## config.mk

```make
export PLATFORM = sky130hd
export DESIGN_NAME = phase_overlevel_irq
export DESIGN_NICKNAME = d
export VERILOG_FILES = /design/src/rtl/ovl_pkg.sv /design/src/rtl/ovl_phase_cmp.sv /design/src/rtl/ovl_sticky.sv /design/src/rtl/ovl_regs.sv /design/src/rtl/phase_overlevel_irq.sv
export SDC_FILE = /design/constraint.sdc
export NUM_CORES = 1
export LEC_CHECK = 0
export ABC_AREA = 1
export BUFFER_PORTS_ARGS = -buffer_cell sky130_fd_sc_hd__buf_2
export CORE_AREA = 5 5 200 163
export DETAILED_ROUTE_END_ITERATION = 10
export DIE_AREA = 0 0 205 168
export PLACE_DENSITY = 0.51
export REMOVE_ABC_BUFFERS = 1
export SKIP_LAST_GASP = 1
export SLEW_MARGIN = 5
export SYNTH_ARGS = -nofsm -noshare
export SYNTH_HDL_FRONTEND = slang
export SYNTH_SLANG_ARGS = --single-unit
```

## constraint.sdc

```tcl
create_clock -name clk -period 3.95 [get_ports clk]
set_input_delay 0.1975 -clock clk [delete_from_list [all_inputs] [get_ports clk]]
set_output_delay 0.1975 -clock clk [all_outputs]
set_load 0.02 [all_outputs]
```

## src/rtl/ovl_pkg.sv

```systemverilog
package ovl_pkg;
  localparam int REG_DW    = 32;
  localparam int ADDR_W    = 3;
  localparam int OI_BIT    = 17;
  localparam int OV_BIT    = 18;
  localparam int OI_PH_LSB = 3;
  localparam int OV_PH_LSB = 9;

  typedef enum logic [ADDR_W-1:0] {
    RA_STATUS = 3'd0,
    RA_PHASE  = 3'd1,
    RA_MASK   = 3'd2,
    RA_VLEVEL = 3'd3,
    RA_ILEVEL = 3'd4
  } reg_addr_e;
endpackage

```

## src/rtl/ovl_phase_cmp.sv

```systemverilog
module ovl_phase_cmp #(
  parameter int SAMPLE_W   = 24,
  parameter int LEVEL_W    = 24,
  parameter int NUM_PH     = 3,
  parameter int FULL_SCALE = 5928256
) (
  input  logic                       clk,
  input  logic                       rst,
  input  logic [NUM_PH*SAMPLE_W-1:0] smp,
  input  logic                       vld,
  input  logic [LEVEL_W-1:0]         lvl,
  output logic [NUM_PH-1:0]          hit
);
  localparam int MAG_W = SAMPLE_W + 1;
  localparam int CMP_W = (MAG_W > LEVEL_W) ? MAG_W : LEVEL_W;
  localparam logic [LEVEL_W-1:0] FS_L = LEVEL_W'(FULL_SCALE);

  logic lvl_dead;
  logic lvl_all;

  assign lvl_dead = (lvl >= FS_L);
  assign lvl_all  = (lvl == '0);

  for (genvar p = 0; p < NUM_PH; p++) begin : g_ph
    logic signed [MAG_W-1:0] ext;
    logic        [MAG_W-1:0] mag;
    logic                    above;

    assign ext   = {smp[p*SAMPLE_W+SAMPLE_W-1], smp[p*SAMPLE_W +: SAMPLE_W]};
    assign mag   = ext[MAG_W-1] ? MAG_W'(-ext) : MAG_W'(ext);
    assign above = CMP_W'(mag) > CMP_W'(lvl);
    assign hit[p] = vld && !lvl_dead && (lvl_all || above);
  end


  invalid_quiet_chk: assert property (@(posedge clk) disable iff (rst)
    !vld |-> (hit == '0));

  saturated_level_chk: assert property (@(posedge clk) disable iff (rst)
    lvl_dead |-> (hit == '0));

  zero_level_chk: assert property (@(posedge clk) disable iff (rst)
    (vld && lvl_all) |-> (hit == {NUM_PH{1'b1}}));
endmodule

```

## src/rtl/ovl_sticky.sv

```systemverilog
module ovl_sticky #(
  parameter int NUM_PH = 3
) (
  input  logic              clk,
  input  logic              rst,
  input  logic [NUM_PH-1:0] hit,
  input  logic              clr,
  output logic              flag,
  output logic [NUM_PH-1:0] phases
);
  logic              any_hit;
  logic              flag_d;
  logic [NUM_PH-1:0] ph_d;

  assign any_hit = |hit;

  always_comb begin
    flag_d = any_hit | (flag & ~clr);
    ph_d   = hit | (clr ? '0 : phases);
  end

  always_ff @(posedge clk) begin
    if (rst) begin
      flag   <= 1'b0;
      phases <= '0;
    end else begin
      flag   <= flag_d;
      phases <= ph_d;
    end
  end


  hit_sets_flag_chk: assert property (@(posedge clk) disable iff (rst)
    any_hit |=> flag);

  clear_drops_chk: assert property (@(posedge clk) disable iff (rst)
    (clr && !any_hit) |=> (!flag && phases == '0));

  race_keeps_new_chk: assert property (@(posedge clk) disable iff (rst)
    (clr && any_hit) |=> (flag && phases == $past(hit)));

  phase_sticky_chk: assert property (@(posedge clk) disable iff (rst)
    !clr |=> ((phases & $past(phases)) == $past(phases)));
endmodule

```

## src/rtl/ovl_regs.sv

```systemverilog
module ovl_regs
  import ovl_pkg::*;
#(
  parameter int LEVEL_W = 24,
  parameter int NUM_PH  = 3
) (
  input  logic              clk,
  input  logic              rst,
  input  logic              wr,
  input  logic              rd,
  input  logic [ADDR_W-1:0] addr,
  input  logic [REG_DW-1:0] wdata,
  input  logic              oi_flag,
  input  logic              ov_flag,
  input  logic [NUM_PH-1:0] oi_ph,
  input  logic [NUM_PH-1:0] ov_ph,
  output logic              mask_oi,
  output logic              mask_ov,
  output logic [LEVEL_W-1:0] vlev,
  output logic [LEVEL_W-1:0] ilev,
  output logic              clr_oi,
  output logic              clr_ov,
  output logic [REG_DW-1:0] rdata
);
  logic              wr_stat;
  logic              wr_mask;
  logic              wr_vlev;
  logic              wr_ilev;
  logic [REG_DW-1:0] rd_word;
  logic              unused_wbits;

  assign wr_stat = wr && (addr == RA_STATUS);
  assign wr_mask = wr && (addr == RA_MASK);
  assign wr_vlev = wr && (addr == RA_VLEVEL);
  assign wr_ilev = wr && (addr == RA_ILEVEL);
  assign clr_oi  = wr_stat && wdata[OI_BIT];
  assign clr_ov  = wr_stat && wdata[OV_BIT];
  assign unused_wbits = ^wdata;

  always_ff @(posedge clk) begin
    if (rst) begin
      mask_oi <= 1'b0;
      mask_ov <= 1'b0;
      vlev    <= '0;
      ilev    <= '0;
    end else begin
      if (wr_mask) begin
        mask_oi <= wdata[OI_BIT];
        mask_ov <= wdata[OV_BIT];
      end
      if (wr_vlev) vlev <= wdata[LEVEL_W-1:0];
      if (wr_ilev) ilev <= wdata[LEVEL_W-1:0];
    end
  end

  always_comb begin
    rd_word = '0;
    case (addr)
      RA_STATUS: begin
        rd_word[OI_BIT] = oi_flag;
        rd_word[OV_BIT] = ov_flag;
      end
      RA_PHASE: begin
        rd_word[OI_PH_LSB +: NUM_PH] = oi_ph;
        rd_word[OV_PH_LSB +: NUM_PH] = ov_ph;
      end
      RA_MASK: begin
        rd_word[OI_BIT] = mask_oi;
        rd_word[OV_BIT] = mask_ov;
      end
      RA_VLEVEL: rd_word[LEVEL_W-1:0] = vlev;
      RA_ILEVEL: rd_word[LEVEL_W-1:0] = ilev;
      default:   rd_word = '0;
    endcase
  end

  always_ff @(posedge clk) begin
    if (rst)     rdata <= '0;
    else if (rd) rdata <= rd_word;
  end


  level_pad_chk: assert property (@(posedge clk) disable iff (rst)
    (rd && (addr == RA_VLEVEL || addr == RA_ILEVEL)) |=> (rdata[REG_DW-1:LEVEL_W] == '0));
endmodule

```

## src/rtl/phase_overlevel_irq.sv

```systemverilog
module phase_overlevel_irq
  import ovl_pkg::*;
#(
  parameter int SAMPLE_W   = 24,
  parameter int LEVEL_W    = 24,
  parameter int NUM_PH     = 3,
  parameter int FULL_SCALE = 5928256
) (
  input  logic                       clk,
  input  logic                       rst,
  input  logic [NUM_PH*SAMPLE_W-1:0] v_smp,
  input  logic                       v_vld,
  input  logic [NUM_PH*SAMPLE_W-1:0] i_smp,
  input  logic                       i_vld,
  input  logic                       reg_wr,
  input  logic                       reg_rd,
  input  logic [ADDR_W-1:0]          reg_addr,
  input  logic [REG_DW-1:0]          reg_wdata,
  output logic [REG_DW-1:0]          reg_rdata,
  output logic                       irq_n
);
  logic [NUM_PH-1:0]  v_hit, i_hit;
  logic [NUM_PH-1:0]  oi_ph, ov_ph;
  logic               oi_flag, ov_flag;
  logic               mask_oi, mask_ov;
  logic               clr_oi, clr_ov;
  logic [LEVEL_W-1:0] vlev, ilev;
  logic               irq_req;

  ovl_phase_cmp #(.SAMPLE_W(SAMPLE_W), .LEVEL_W(LEVEL_W), .NUM_PH(NUM_PH),
                  .FULL_SCALE(FULL_SCALE)) u_vcmp (
    .clk(clk), .rst(rst), .smp(v_smp), .vld(v_vld), .lvl(vlev), .hit(v_hit));

  ovl_phase_cmp #(.SAMPLE_W(SAMPLE_W), .LEVEL_W(LEVEL_W), .NUM_PH(NUM_PH),
                  .FULL_SCALE(FULL_SCALE)) u_icmp (
    .clk(clk), .rst(rst), .smp(i_smp), .vld(i_vld), .lvl(ilev), .hit(i_hit));

  ovl_sticky #(.NUM_PH(NUM_PH)) u_oi (
    .clk(clk), .rst(rst), .hit(i_hit), .clr(clr_oi), .flag(oi_flag), .phases(oi_ph));

  ovl_sticky #(.NUM_PH(NUM_PH)) u_ov (
    .clk(clk), .rst(rst), .hit(v_hit), .clr(clr_ov), .flag(ov_flag), .phases(ov_ph));

  ovl_regs #(.LEVEL_W(LEVEL_W), .NUM_PH(NUM_PH)) u_regs (
    .clk(clk), .rst(rst), .wr(reg_wr), .rd(reg_rd), .addr(reg_addr), .wdata(reg_wdata),
    .oi_flag(oi_flag), .ov_flag(ov_flag), .oi_ph(oi_ph), .ov_ph(ov_ph),
    .mask_oi(mask_oi), .mask_ov(mask_ov), .vlev(vlev), .ilev(ilev),
    .clr_oi(clr_oi), .clr_ov(clr_ov), .rdata(reg_rdata));

  assign irq_req = (oi_flag && mask_oi) || (ov_flag && mask_ov);

  always_ff @(posedge clk) begin
    if (rst) irq_n <= 1'b1;
    else     irq_n <= ~irq_req;
  end


  irq_assert_chk: assert property (@(posedge clk) disable iff (rst)
    ((oi_flag && mask_oi) || (ov_flag && mask_ov)) |=> !irq_n);

  irq_release_chk: assert property (@(posedge clk) disable iff (rst)
    !((oi_flag && mask_oi) || (ov_flag && mask_ov)) |=> irq_n);

  ov_phase_flag_chk: assert property (@(posedge clk) disable iff (rst)
    (ov_ph != '0) |-> ov_flag);
endmodule

```

==> flow_summary.ini <==
[floorplanning]
dieArea_mm2 = 0.0344
start_util_pct = 33.7
core-area_mm2 = 0.0302
die_h_um = 168
num_io_pins = 218
fp.dieW_um = 205
rows = 57

[drt]
wire_per_inst_um = 16.8
drt_iter0_markers = 637
vias_per_cell = 4.96
dr_total_vias = 10600
ant_nets = 0
first_pass_iters = 5
remaining_drc_errors = 0
wirelength_um = 35900

[worst_setup_path]
critical_path.max_stage_delay_ps = 300
r2r-start = u_regs.vlev[16]$_SDFFE_PP0P_
rr_endpoint = u_ov.flag$_SDFF_PP0_
critical_path_class = primary input to register
cp.buffers_inverters = 3
crit_required_ps = 4180
critPathTopFamily = simple AND/OR/NAND/NOR gates
startpoint_type = primary input
crit_start = v_smp[0]
crit_fanout = 4
crit_slowest_cell = ha_1
rrSetupSlack_ps = 1720
crit_top_cell = nand2_1
endpoint_kind = register
critPathArrivalTime_ps = 3270
r2r_cells = 13

[clocking]
clkLatencyLatePin_ps = 350
cts_max_level = 3
cts-root-buf = clkbuf_16
cts_setup_buffers = 0
cts_buffer_depth = 2
clk_pin_slew_ps = 70
cts_tree = built
cts_hold_buf = 0
cts_buffers = 9
cts_sinks = 83
cts_resized = 0

[synth]
syn_area_mm2 = 0.0102
synth_area_leaders = ha_1, dfxtp_1, nand2_1, xor2_1, inv_1
ys_seq_area_share_pct = 16.4
avgSynthCellArea_um2 = 6.60
synth_cell_types = 44
synth-edff-count = 0
yosysTopAreaCell = ha_1
yosysMostFrequentCell = nand2_1
yosys_register_bits = 83
synth_top_area_share_pct = 18.5
async_reset_ff_share_pct = 0
ys_warn_count = 0
syn-instance-count = 1540
synthFlopType = dfxtp_1
synth_commonest_cells = nand2_1, inv_1, nor2_1, ha_1, a21oi_1

[placement]
dpl_worst_slack_ps = 628
gp_congestion = 0.852
place.detailed.hpwl_um = 29000
portBuffers = 201

[timing]
max_freq_ghz = 0.329
drv_slew = 0
finalWorstSetupSlack_ps = 911
setup_tns_ps = 0
worstMarginPinSlew_ps = 1040
hold_violations = 0
clock-skew-final_ps = 8.21
setup_viol = 0
fin_crit_ps = 3040
timing.slew.headroom_pct = 30.4
final.period_utilization_pct = 76.9
grt_setup_unrepaired = no

[cells_and_area]
finalNetCount = 2051
area_growth_pct = 16.3
drive_above_1_share_pct = 15.9
fillerInstances = 3319

[outcome]
outcome = completed

[power]
p_per_area_mw_per_mm2 = 243
ir_drop_mv = 0.208
p_leak_nw = 5.69

[global_routing]
grt_usage_pct = 19.8
grt_pass1_wl_um = 54200
grt_pass1_vias = 9949
grt_overflow = 0
use_met1_pct = 28.5
grt_antenna_before_repair = 0
grtUsageMet3_pct = 4.15
top_usage_layer = met2
grt_max_degree = 64
gr-usage-met2_pct = 31.3

[worst_hold_path]
holdPathStages = 3
min_from = reg_wdata[21]
min_delay_worst_endpoint = u_regs.vlev[21]$_SDFFE_PP0P_
hp-class = primary input to register

[job]
cap_violations = 0
-- metal layers --
metal,part of all wire (%),wire length [µm]
met5,0,0
met4,1.2,417
met3,6.0,2150
met2,44,15700
met1,49,17600
-- through the flow --
| stage | util, % | instances | power [mW] | hold WS (ps) | cell area, µm² |
|---|---|---|---|---|---|
| after floorplan | - | 1501 | 1.66 | 267 | 9980 |
| after global placement | 38.2 | 2118 | 2.03 | 452 | 11500 |
| after detailed placement | 38.2 | 2118 | 2.06 | 454 | 11500 |
| after CTS | 39.2 | 2134 | 2.88 | 139 | 11800 |
| after global routing | 39.2 | 2134 | 3.09 | 154 | 11800 |
| final | 39.2 | 2136 | 2.87 | 139 | 11800 |
-- worst max path at each step --
stage / cells past startpoint / slack (ps) / end
after global placement: 25 / 660 / u_ov.flag$_SDFF_PP0_
final: 25 / 910 / u_ov.flag$_SDFF_PP0_
after detailed placement: 25 / 630 / u_ov.flag$_SDFF_PP0_
after CTS: 25 / 990 / u_ov.flag$_SDFF_PP0_
after floorplan: 24 / 1350 / u_ov.flag$_SDFF_PP0_
after global routing: 24 / 630 / u_oi.flag$_SDFF_PP0_
-- flip-flops by register name, indices dropped and copies added (netlist names) --
signal	cells
u_regs.ilev	24
u_oi.phases	3
u_regs.vlev	24
irq_n	1
u_regs.mask_oi	1
u_regs.rdata	24
u_ov.flag	1
u_oi.flag	1
u_ov.phases	3
u_regs.mask_ov	1
-- cells in the final DEF, fill, tap and decap left out, drive strengths merged --
master    count
nor3         42
a21oi       133
ha          150
o221ai       22
clkinvlp      1
xnor2        35
diode         2
o21bai        4
or2           6
clkinv        4
buf         204
nor4         28
nand3b        8
dfxtp        83
conb          8
o22ai         5
o31ai         4
or3           1
o211ai        1
a31oi         5
nand4        27
nand2       310
o21ai       111
nand3        52
clkbuf       10
inv         202
nor3b         1
xor2         90
nor4b         1
nor2        161
o21a          6
a21o          6
-- report_power, final --
group	switching, mW	total [mW]	internal, mW
combinational	0.703	1.14	0.439
clock	0.379	0.829	0.450
sequential	0.0240	0.901	0.877
-- final cells by class --
type                       count  area, µm²  share of cell area [%]
multi-input combinational   1217       7570                    64.0
clock inverter                 6       46.3                   0.392
timing repair buffer         204       1030                    8.70
sequential                    83       1660                    14.1
inverter                     201        754                    6.38
tap                          413        517                    4.37
clock buffer                  10        239                    2.02
antenna                        2       5.00                  0.0423
-- worst reg2reg max path, cell delays in order (launching register included) --
cell     delay, ps
dfxtp_1        370
inv_1          230
ha_1           380
nand2_1         70
nor2_1         140
nand2_1        100
nor4_1         190
nand2_1        100
nand2_1        150
nand2_1         70
nand2_1         90
nand3_1         80
nor2_1          90
nor2_1          40
-- kinds of logic (layout without fill, tap and decap cells) --
logic type	after synthesis	after routing	synth area share (%)
compound gates	297	297	16.5
fa+ha+maj	150	150	18.5
other cells	1	10	0.0369
xor+xnor	125	125	10.8
simple gates	637	637	28.4
flops	83	83	16.4
buf+inv	247	421	9.44
(Power assumes the default switching activity.)
